===== src/rtl/amatch_pkg.sv =====
package amatch_pkg;
    typedef enum logic [1:0] {
        ST_IDLE = 2'd0,
        ST_HIT  = 2'd1,
        ST_MISS = 2'd2
    } match_state_t;
endpackage


===== src/rtl/amatch_table.sv =====
module amatch_table #(
    parameter int SLOTS = 6,
    parameter int CW_W  = 32,
    parameter int IDX_W = 3
) (
    input  logic                  clk,
    input  logic                  rst_n,
    input  logic                  wr_en,
    input  logic [IDX_W-1:0]      wr_slot,
    input  logic [CW_W-1:0]       wr_word,
    output logic [SLOTS*CW_W-1:0] slots_flat
);
    for (genvar s = 0; s < SLOTS; s++) begin : g_slot
        logic [CW_W-1:0] entry_q;
        logic            sel;

        assign sel = wr_en && (wr_slot == IDX_W'(s));

        always_ff @(posedge clk or negedge rst_n) begin
            if (!rst_n) begin
                entry_q <= '1;
            end else if (sel) begin
                entry_q <= wr_word;
            end
        end

        assign slots_flat[s*CW_W +: CW_W] = entry_q;
    end
endmodule


===== src/rtl/amatch_compare.sv =====
module amatch_compare #(
    parameter int SLOTS = 6,
    parameter int CW_W  = 32,
    parameter int IDX_W = 3
) (
    input  logic [SLOTS*CW_W-1:0] slots_flat,
    input  logic [CW_W-1:0]       word,
    output logic [SLOTS-1:0]      eq_vec,
    output logic [IDX_W-1:0]      low_idx,
    output logic                  any_eq
);
    logic is_addr;
    assign is_addr = ~word[CW_W-1];

    for (genvar s = 0; s < SLOTS; s++) begin : g_cmp
        assign eq_vec[s] = is_addr && (slots_flat[s*CW_W +: CW_W] == word);
    end

    always_comb begin
        low_idx = '0;
        for (int i = SLOTS - 1; i >= 0; i--) begin
            if (eq_vec[i]) begin
                low_idx = IDX_W'(i);
            end
        end
    end

    assign any_eq = |eq_vec;
endmodule


===== src/rtl/addr_cw_matcher.sv =====
module addr_cw_matcher
    import amatch_pkg::*;
#(
    parameter int SLOTS  = 6,
    parameter int CW_W   = 32,
    parameter int FN_POS = 20,
    parameter int IDX_W  = 3
) (
    input  logic             clk,
    input  logic             rst_n,
    input  logic             load_en,
    input  logic [IDX_W-1:0] load_slot,
    input  logic [CW_W-1:0]  load_word,
    input  logic             rx_valid,
    input  logic [CW_W-1:0]  rx_word,
    output logic             hit,
    output logic [SLOTS-1:0] slot_onehot,
    output logic [IDX_W-1:0] slot_idx,
    output logic [1:0]       func_code
);
    localparam int FN_HI = CW_W - FN_POS;

    logic [SLOTS*CW_W-1:0] slots_flat;
    logic [SLOTS-1:0]      eq_vec;
    logic [IDX_W-1:0]      low_idx;
    logic                  any_eq;

    match_state_t     state_q, state_d;
    logic [SLOTS-1:0] oh_q;
    logic [IDX_W-1:0] idx_q;
    logic [1:0]       fn_q;

    amatch_table #(.SLOTS(SLOTS), .CW_W(CW_W), .IDX_W(IDX_W)) u_table (
        .clk        (clk),
        .rst_n      (rst_n),
        .wr_en      (load_en),
        .wr_slot    (load_slot),
        .wr_word    (load_word),
        .slots_flat (slots_flat)
    );

    amatch_compare #(.SLOTS(SLOTS), .CW_W(CW_W), .IDX_W(IDX_W)) u_cmp (
        .slots_flat (slots_flat),
        .word       (rx_word),
        .eq_vec     (eq_vec),
        .low_idx    (low_idx),
        .any_eq     (any_eq)
    );

    // Transitions: strobe_hit, strobe_miss, no_strobe (from any state).
    always_comb begin
        unique case (state_q)
            ST_IDLE, ST_HIT, ST_MISS: begin
                if (!rx_valid)   state_d = ST_IDLE;
                else if (any_eq) state_d = ST_HIT;
                else             state_d = ST_MISS;
            end
            default: state_d = ST_IDLE;
        endcase
    end

    always_ff @(posedge clk or negedge rst_n) begin
        if (!rst_n) begin
            state_q <= ST_IDLE;
            oh_q    <= '0;
            idx_q   <= '0;
            fn_q    <= '0;
        end else begin
            state_q <= state_d;
            if (rx_valid) begin
                oh_q  <= eq_vec;
                idx_q <= low_idx;
                fn_q  <= rx_word[FN_HI -: 2];
            end
        end
    end

    always_comb begin
        hit         = 1'b0;
        slot_onehot = '0;
        slot_idx    = '0;
        func_code   = '0;
        unique case (state_q)
            ST_HIT: begin
                hit         = 1'b1;
                slot_onehot = oh_q;
                slot_idx    = idx_q;
                func_code   = fn_q;
            end
            ST_IDLE, ST_MISS: ;
            default: ;
        endcase
    end
endmodule


===== config.mk =====
export PLATFORM = sky130hd
export DESIGN_NAME = addr_cw_matcher
export DESIGN_NICKNAME = d
export VERILOG_FILES = /design/src/rtl/amatch_pkg.sv /design/src/rtl/amatch_table.sv /design/src/rtl/amatch_compare.sv /design/src/rtl/addr_cw_matcher.sv
export SDC_FILE = /design/constraint.sdc
export NUM_CORES = 1
export LEC_CHECK = 0
export ABC_AREA = 1
export BUFFER_PORTS_ARGS = -buffer_cell sky130_fd_sc_hd__buf_2
export CAP_MARGIN = 20
export CORE_MARGIN = 2
export CORE_UTILIZATION = 45
export DETAILED_ROUTE_END_ITERATION = 7
export PLACE_DENSITY_LB_ADDON = 0.3
export SLEW_MARGIN = 10
export SYNTH_ARGS = -nofsm -noshare
export SYNTH_HDL_FRONTEND = slang
export SYNTH_SLANG_ARGS = --single-unit

===== constraint.sdc =====
create_clock -name clk -period 1.3 [get_ports clk]
set_input_delay 0.13 -clock clk [delete_from_list [all_inputs] [get_ports clk]]
set_output_delay 0.13 -clock clk [all_outputs]
set_load 0.005 [all_outputs]

==> results of run 1 <==
## logic make-up after synthesis
group,synth area share [%]
DFF,50.32
buffers and inverters,8.933
and+or+nand+nor,25.37
xor gates and xnor gates,3.529
AOI/OAI and AO/OA,11.85
## cells in the mapped netlist (all sizes together)
cell type,n,area share (%)
o21ai,219,10
dfrtp,13,3.0
nand4,23,1.3
a21oi,4,0.19
dfstp,192,47
nand3b,1,0.070
nor3,23,1.1
o211ai,1,0.070
dlygate4sd1,1,0.082
xnor2,21,1.7
o22ai,22,1.3
nand3,12,0.61
xor2,22,1.8
nor2,83,3.2
clkinv,1,0.035
clkbuf,38,1.3
nand2,531,19
buf,14,0.87
inv,188,6.6
or2,3,0.18
## registers in the layout (all words and copies together), names as in the netlist
register,cells
fn_q,2
idx_q,3
oh_q,6
state_q,2
u_table.g_slot.entry_q,192
## metal layers
metal | wire [µm] | GRT usage [%] | vias to the layer above
met5 | 0 | 0 | -
met4 | 1401 | 11.28 | 0
met3 | 2844 | 5.010 | 62
met2 | 16640 | 47.16 | 395
met1 | 15430 | 40.58 | 4712
li1 | - | - | 4817
## per-stage QoR
step	std cells	TNS [ps]	utilization (%)	power [µW]	hold WS [ps]
5_1_grt	1952	-8751	58.44	21230	27.37
2_1_floorplan	1412	-331.1	-	11420	-165.6
3_5_place_dp	1885	-4482	52.97	13510	75.72
4_1_cts	1950	-6207	57.77	20200	0.2417
6_report	1952	-6893	58.44	20240	-2.418
3_3_place_gp	1885	-4448	52.97	13410	76.89
## final cells by class
cell class	instances	area [µm²]	area share [%]
clock inverter	11	86.33	0.6312
inverter	189	711.9	5.205
timing repair inverter	1	7.507	0.05489
clock buffer	31	655.6	4.794
tap	319	399.1	2.918
timing repair buffer	231	1778	13.00
sequential	205	5370	39.26
multi-input combinational	965	4668	34.13
## tightest hold or removal path, delay by kind of cell
kind | cells | cell delay [ps]
buffers and inverters | 2 | 260
AOI/OAI and AO/OA | 1 | 120
## power breakdown
part | leakage, µW | internal (µW) | switching [µW]
clock | 0.000373 | 3740 | 2700
sequential | 0.00218 | 8360 | 867
combinational | 0.00395 | 1890 | 2680
total | 0.00651 | 14000 | 6250
## worst max path at each step
stage	start	to	slack [ps]	cells after the start
after CTS	u_table.g_slot[4].entry_q[8]$_DFFE_PN1P_	idx_q[0]$_DFFE_PN0P_	-450	14
after detailed placement	rx_word[31]	idx_q[0]$_DFFE_PN0P_	-510	12
after floorplan	u_table.g_slot[5].entry_q[0]$_DFFE_PN1P_	idx_q[0]$_DFFE_PN0P_	-80	14
after global placement	u_table.g_slot[3].entry_q[3]$_DFFE_PN1P_	idx_q[2]$_DFFE_PN0P_	-530	12
final	u_table.g_slot[4].entry_q[8]$_DFFE_PN1P_	idx_q[0]$_DFFE_PN0P_	-450	14
after global routing	u_table.g_slot[4].entry_q[4]$_DFFE_PN1P_	idx_q[0]$_DFFE_PN0P_	-550	14
## what timing repair did
action,4_1_cts,5_1_grt
endpoints found under the hold margin,117,0
buffers inserted,5,3
gates cloned,1,0
endpoints found under the setup margin,23,23
hold buffers,18,0
resized for setup,52,43
pin swaps,26,34
==> impl_metrics.csv, run 1 <==
group,metric,value,unit
outcome,status,"complete, but fails checks",
outcome,violations,"hold timing, setup timing",
drt,vias,9986,
worst_hold_path,holdCritPathClass,"input port to flip-flop",
worst_setup_path,r2r_start,"u_table.g_slot[4].entry_q[8]$_DFFE_PN1P_",
die,dieHeight,158.0,µm
synth,ys_ff_latch,205,
final_layout,fin_area,0.01368,mm²
die,row_count,56,
clock_network,cts_buffers,23,
worst_setup_path,cp.arrival,2160,ps
clock_network,clock_path_buffers,3,
sta,maxSlewHeadroom,70.33,%
global_route,grt.overflow.total,0,
worst_setup_path,critPathMaxFanout,3,
drt,drt.antenna.violating_nets,0,
clock_network,cts_tree,"done",
final_layout,syn2layout_area_growth,28.15,%
sta,period_share,134.4,%
drt,drtPass1Iterations,5,
worst_hold_path,hold_start,"load_word[24]",
global_route,grt_pass1_vias,9355,
synth,syn_nets,1483,
sta,hold_viol,3,
synth,ys_types,29,
clock_network,clkLatencyLatePin,530,ps
final_layout,final_common_cell,"nand2_1",
worst_setup_path,cp_cell_sequence,"nor2_1 -> nor2_1 -> nand2_1 -> nor2_1 -> buf_4 -> nand2_4 -> nor2_4 -> nand2_2 -> nand2_1 -> nand2_1 -> nand2_1 -> nand2_1 -> nand2_1 -> nand2_1",
final_layout,fillCellCount,2202,
worst_setup_path,critPathMaxStageDelay,540,ps
synth,synth.avg_cell_area,7.559,µm²
worst_setup_path,critPathLaunchType,"flip-flop",
worst_hold_path,min_to,"u_table.g_slot[1].entry_q[24]$_DFFE_PN1P_",
placed_design,gp_congestion,0.9972,
clock_network,path_clk_slew,60,ps
die,die_w,158.0,µm
placed_design,portBuffers,82,
sta,rsz0062_at_grt,"yes",
sta,fin_crit,1747,ps
worst_setup_path,crit_buf_inv,1,
run,cap_viol_max_count,0,
global_route,grt_max_degree,65,
worst_setup_path,end_kind,"flip-flop",
clock_network,h-tree-depth,1,
drt,vias_per_cell,5.116,
drt,drc,0,
sta,setup_violations,23,
placed_design,dp_hpwl,26.65,mm
global_route,grt_usage,29.62,%
worst_setup_path,path_class,"flip-flop to flip-flop",
drt,wire_per_inst,18.60,µm
worst_setup_path,r2r_setup_slack,-450,ps
synth,synth-warning-count,0,
sta,layout_setup_ws,-447.5,ps
die,initial_utilization,45.61,%
synth,syn_inst,1412,
final_layout,layout_common_cells,"nand2_1 (493), o21ai_0 (204), dfstp_2 (192)",
pwr,vdd_drop_max,828.6,µV
clock_network,cts_num_sinks,205,
synth,syn_area,0.01067,mm²
drt,routed_wl,36.31,mm
sta,fmax,572.3,MHz
placed_design,place_ws,-512.7,ps
sta,finalClockSkew,12.35,ps
sta,slew_viol_final,0,
worst_setup_path,crit_path_frequent_cell,"nand2_1",
worst_hold_path,holdPathStages,3,
pwr,p_leak,0.006509,µW
synth,yosysSeqAreaShare,50.32,%
worst_setup_path,rr_worst_depth,14,
die,ioPinCount,83,
die,dieArea,0.02497,mm²
global_route,grt_first_pass_wirelength,54.64,mm
pwr,p_per_area,1480,mW/mm²
placed_design,placed_cell_area,0.01240,mm²
worst_setup_path,crit_family,"simple AND/OR/NAND/NOR gates",
sta,whs,-2.418,ps
drt,drt_iter0_drc,957,
global_route,antenna_found_initial,0,
final_layout,layout-drive-gt1-share,35.33,%
clock_network,clock-root-buffer,"clkbuf_16",
final_layout,layout.nets,1687,
worst_setup_path,rr_endpoint,"idx_q[0]$_DFFE_PN0P_",
die,core,0.02340,mm²
worst_setup_path,worstPathRequired,1710,ps
worst_setup_path,cpMaxStageDelayCell,"dfstp_2",
sta,tightest_slew,444.6,ps
final_layout,diodes,0,
(Power assumes the default switching activity.)
==> run 2, diff against run 1 <==
ABC_CLOCK_PERIOD_IN_PS = 2100   (was default)
TNS_END_PERCENT = 20   (was default)
clock period = 2.1 ns   (was 1.3 ns; I/O delays follow)
==> run 2 against run 1 <==
The run now ends clean; clock power fell by 34%; combinational power decreased by 50%; clock skew is 3.4 ps higher; non-clock buffer count fell by 131; die area did not move; sequential power decreased by 37%; critical path type unchanged; critical endpoint unchanged; largest cell class unchanged; highest routed layer is now met5.
==> impl_metrics.csv, run 2 (same netlist as run 1, synthesis figures left out) <==
group,metric,value,unit
outcome,status,"completed",
die,dieArea,0.02497,mm²
drt,vias,9412,
drt,wl_met2,15.73,mm
final_layout,fin_area,0.01228,mm²
worst_setup_path,critPathLaunchType,"flip-flop",
die,row_count,56,
clock_network,clock-root-buffer,"clkbuf_16",
sta,setup_tns,0,ps
sta,setup_violations,0,
global_route,grt_pass1_vias,9031,
clock_network,cts_tree,"done",
die,initial_utilization,45.61,%
pwr,vdd_drop_max,648.9,µV
clock_network,path_clk_slew,60,ps
final_layout,fillCellCount,2316,
clock_network,h-tree-depth,1,
final_layout,layout.cells.non_filler,1823,
placed_design,dp_hpwl,25.78,mm
pwr,p_leak,0.005769,µW
global_route,grt.overflow.total,0,
sta,hold_viol,0,
global_route,grt_max_degree,77,
clock_network,cts_buffers,24,
worst_setup_path,path_class,"flip-flop to flip-flop",
sta,maxSlewHeadroom,55.20,%
final_layout,regMostFlops,"u_table.g_slot.entry_q",
worst_setup_path,end_kind,"flip-flop",
final_layout,layout-drive-gt1-share,25.82,%
run,cap_viol_max_count,0,
sta,rsz0062_at_grt,"no",
drt,drc,0,
global_route,grt_usage,28.88,%
drt,routed_wl,34.81,mm
worst_setup_path,critPathMaxFanout,3,
sta,tightest_slew,671.9,ps
final_layout,final_common_cell,"nand2_1",
drt,drt-met1-wl,15.22,mm
worst_setup_path,worstPathRequired,2560,ps
sta,finalClockSkew,15.79,ps
drt,maxUsedRoutingLayer,"met5",
global_route,antenna_found_initial,2,
worst_hold_path,holdCritPathClass,"input port to flip-flop",
worst_setup_path,rr_endpoint,"idx_q[0]$_DFFE_PN0P_",
worst_setup_path,r2r_setup_slack,200,ps
placed_design,place_ws,246.6,ps
placed_design,portBuffers,82,
clock_network,cts_num_sinks,205,
sta,period_share,90.39,%
placed_design,gp_congestion,0.9474,
drt,wire_per_inst,19.09,µm
final_layout,syn2layout_area_growth,15.10,%
worst_hold_path,min_to,"u_table.g_slot[2].entry_q[7]$_DFFE_PN1P_",
drt,dr_wl_met3,2.442,mm
final_layout,regArea,0.005370,mm²
drt,drtPass1Iterations,5,
pwr,p_per_area,1002,mW/mm²
worst_hold_path,holdPathStages,3,
global_route,grt_first_pass_wirelength,53.39,mm
sta,fmax,526.8,MHz
sta,whs,15.55,ps
final_layout,largestRegisters,"u_table.g_slot.entry_q x192, oh_q x6, idx_q x3",
clock_network,clock_path_buffers,3,
final_layout,largest_register_ffs,192,
placed_design,dp_cells,1776,
worst_setup_path,cp.arrival,2350,ps
die,dieHeight,158.0,µm
worst_setup_path,rr_worst_depth,14,
sta,slew_viol_final,0,
final_layout,layout_common_cells,"nand2_1 (520), o21ai_0 (208), dfstp_2 (192)",
worst_setup_path,r2r_start,"u_table.g_slot[5].entry_q[17]$_DFFE_PN1P_",
sta,layout_setup_ws,201.8,ps
sta,fin_crit,1898,ps
final_layout,layout.nets,1556,
worst_hold_path,hold_start,"load_word[7]",
drt,vias_per_cell,5.163,
clock_network,clkLatencyLatePin,530,ps
placed_design,placed_cell_area,0.01145,mm²
final_layout,multi_input_area,0.004369,mm²
drt,drt.antenna.violating_nets,0,
drt,drt_iter0_drc,885,
die,core,0.02340,mm²
die,ioPinCount,83,
die,die_w,158.0,µm
==> run 2: cell types whose count changed in the layout (fill, tap and decap cells not counted), sizes merged <==
cell         previous run  this run
buf                   212        97
dlygate4sd3            18         2
clkbuf                 32        35
bufinv                  1         2
clkinv                  9         8
clkinvlp                2         1
diode                   0         1
inv                   189       188
==> run 2: repair_timing <==
| action | CTS | global route |
|---|---|---|
| hold buffers | 2 | 0 |
| gates resized for setup | 0 | 0 |
| buffers inserted | 0 | 0 |
| endpoints found under the hold margin | 46 | 0 |
==> run 2: how the worst max path moves through the flow <==
stage / from / to / slack, ps / cells after the start
after floorplan: u_table.g_slot[5].entry_q[24]$_DFFE_PN1P_ / idx_q[0]$_DFFE_PN0P_ / 710 / 14
after CTS: u_table.g_slot[3].entry_q[0]$_DFFE_PN1P_ / idx_q[0]$_DFFE_PN0P_ / 230 / 12
after global placement: u_table.g_slot[4].entry_q[23]$_DFFE_PN1P_ / idx_q[0]$_DFFE_PN0P_ / 250 / 12
after detailed placement: u_table.g_slot[4].entry_q[23]$_DFFE_PN1P_ / idx_q[0]$_DFFE_PN0P_ / 250 / 12
final: u_table.g_slot[5].entry_q[17]$_DFFE_PN1P_ / idx_q[0]$_DFFE_PN0P_ / 200 / 14
after global routing: u_table.g_slot[3].entry_q[0]$_DFFE_PN1P_ / idx_q[0]$_DFFE_PN0P_ / 90 / 12
==> run 2: area by class of cell <==
cell class / instances / share of cell area, %
Antenna cell: 1 / 0.02037
Clock buffer: 34 / 5.683
Clock inverter: 10 / 0.9269
Inverter: 189 / 5.775
Multi-Input combinational cell: 965 / 35.57
Sequential cell: 205 / 43.72
Tap cell: 319 / 3.249
Timing Repair Buffer: 100 / 5.062
==> run 2: critical path: stages, from the launching register on <==
cell and delay, ps:
dfstp_2 550, inv_1 40, nand2_1 50, nand2_1 170, nor2_1 150, nand2_1 70
nor2_2 240, nand2_2 100, nor2_4 140, nand2_1 60, nand2_1 50, nand2_1 50
nand2_1 80, nand2_1 50, nand2_1 60
==> run 2: routing by layer <==
layer | up-vias | GRT usage (%)
met2 | 356 | 45.47
li1 | 4542 | -
met3 | 69 | 5.365
met5 | - | 0
met1 | 4443 | 39.82
met4 | 2 | 10.77
==> run 2: report_power, final <==
group          internal [µW]  switching (µW)
clock network           2560            1700
registers               5180             597
logic                    821            1450
==> run 2: metrics by stage <==
stage | power [µW] | utilization (%)
4_1_cts | 12340 | 52.48
5_1_grt | 12930 | 52.48
6_report | 12310 | 52.49
3_5_place_dp | 8055 | 48.93
2_1_floorplan | 7072 | -
3_3_place_gp | 7982 | 48.93
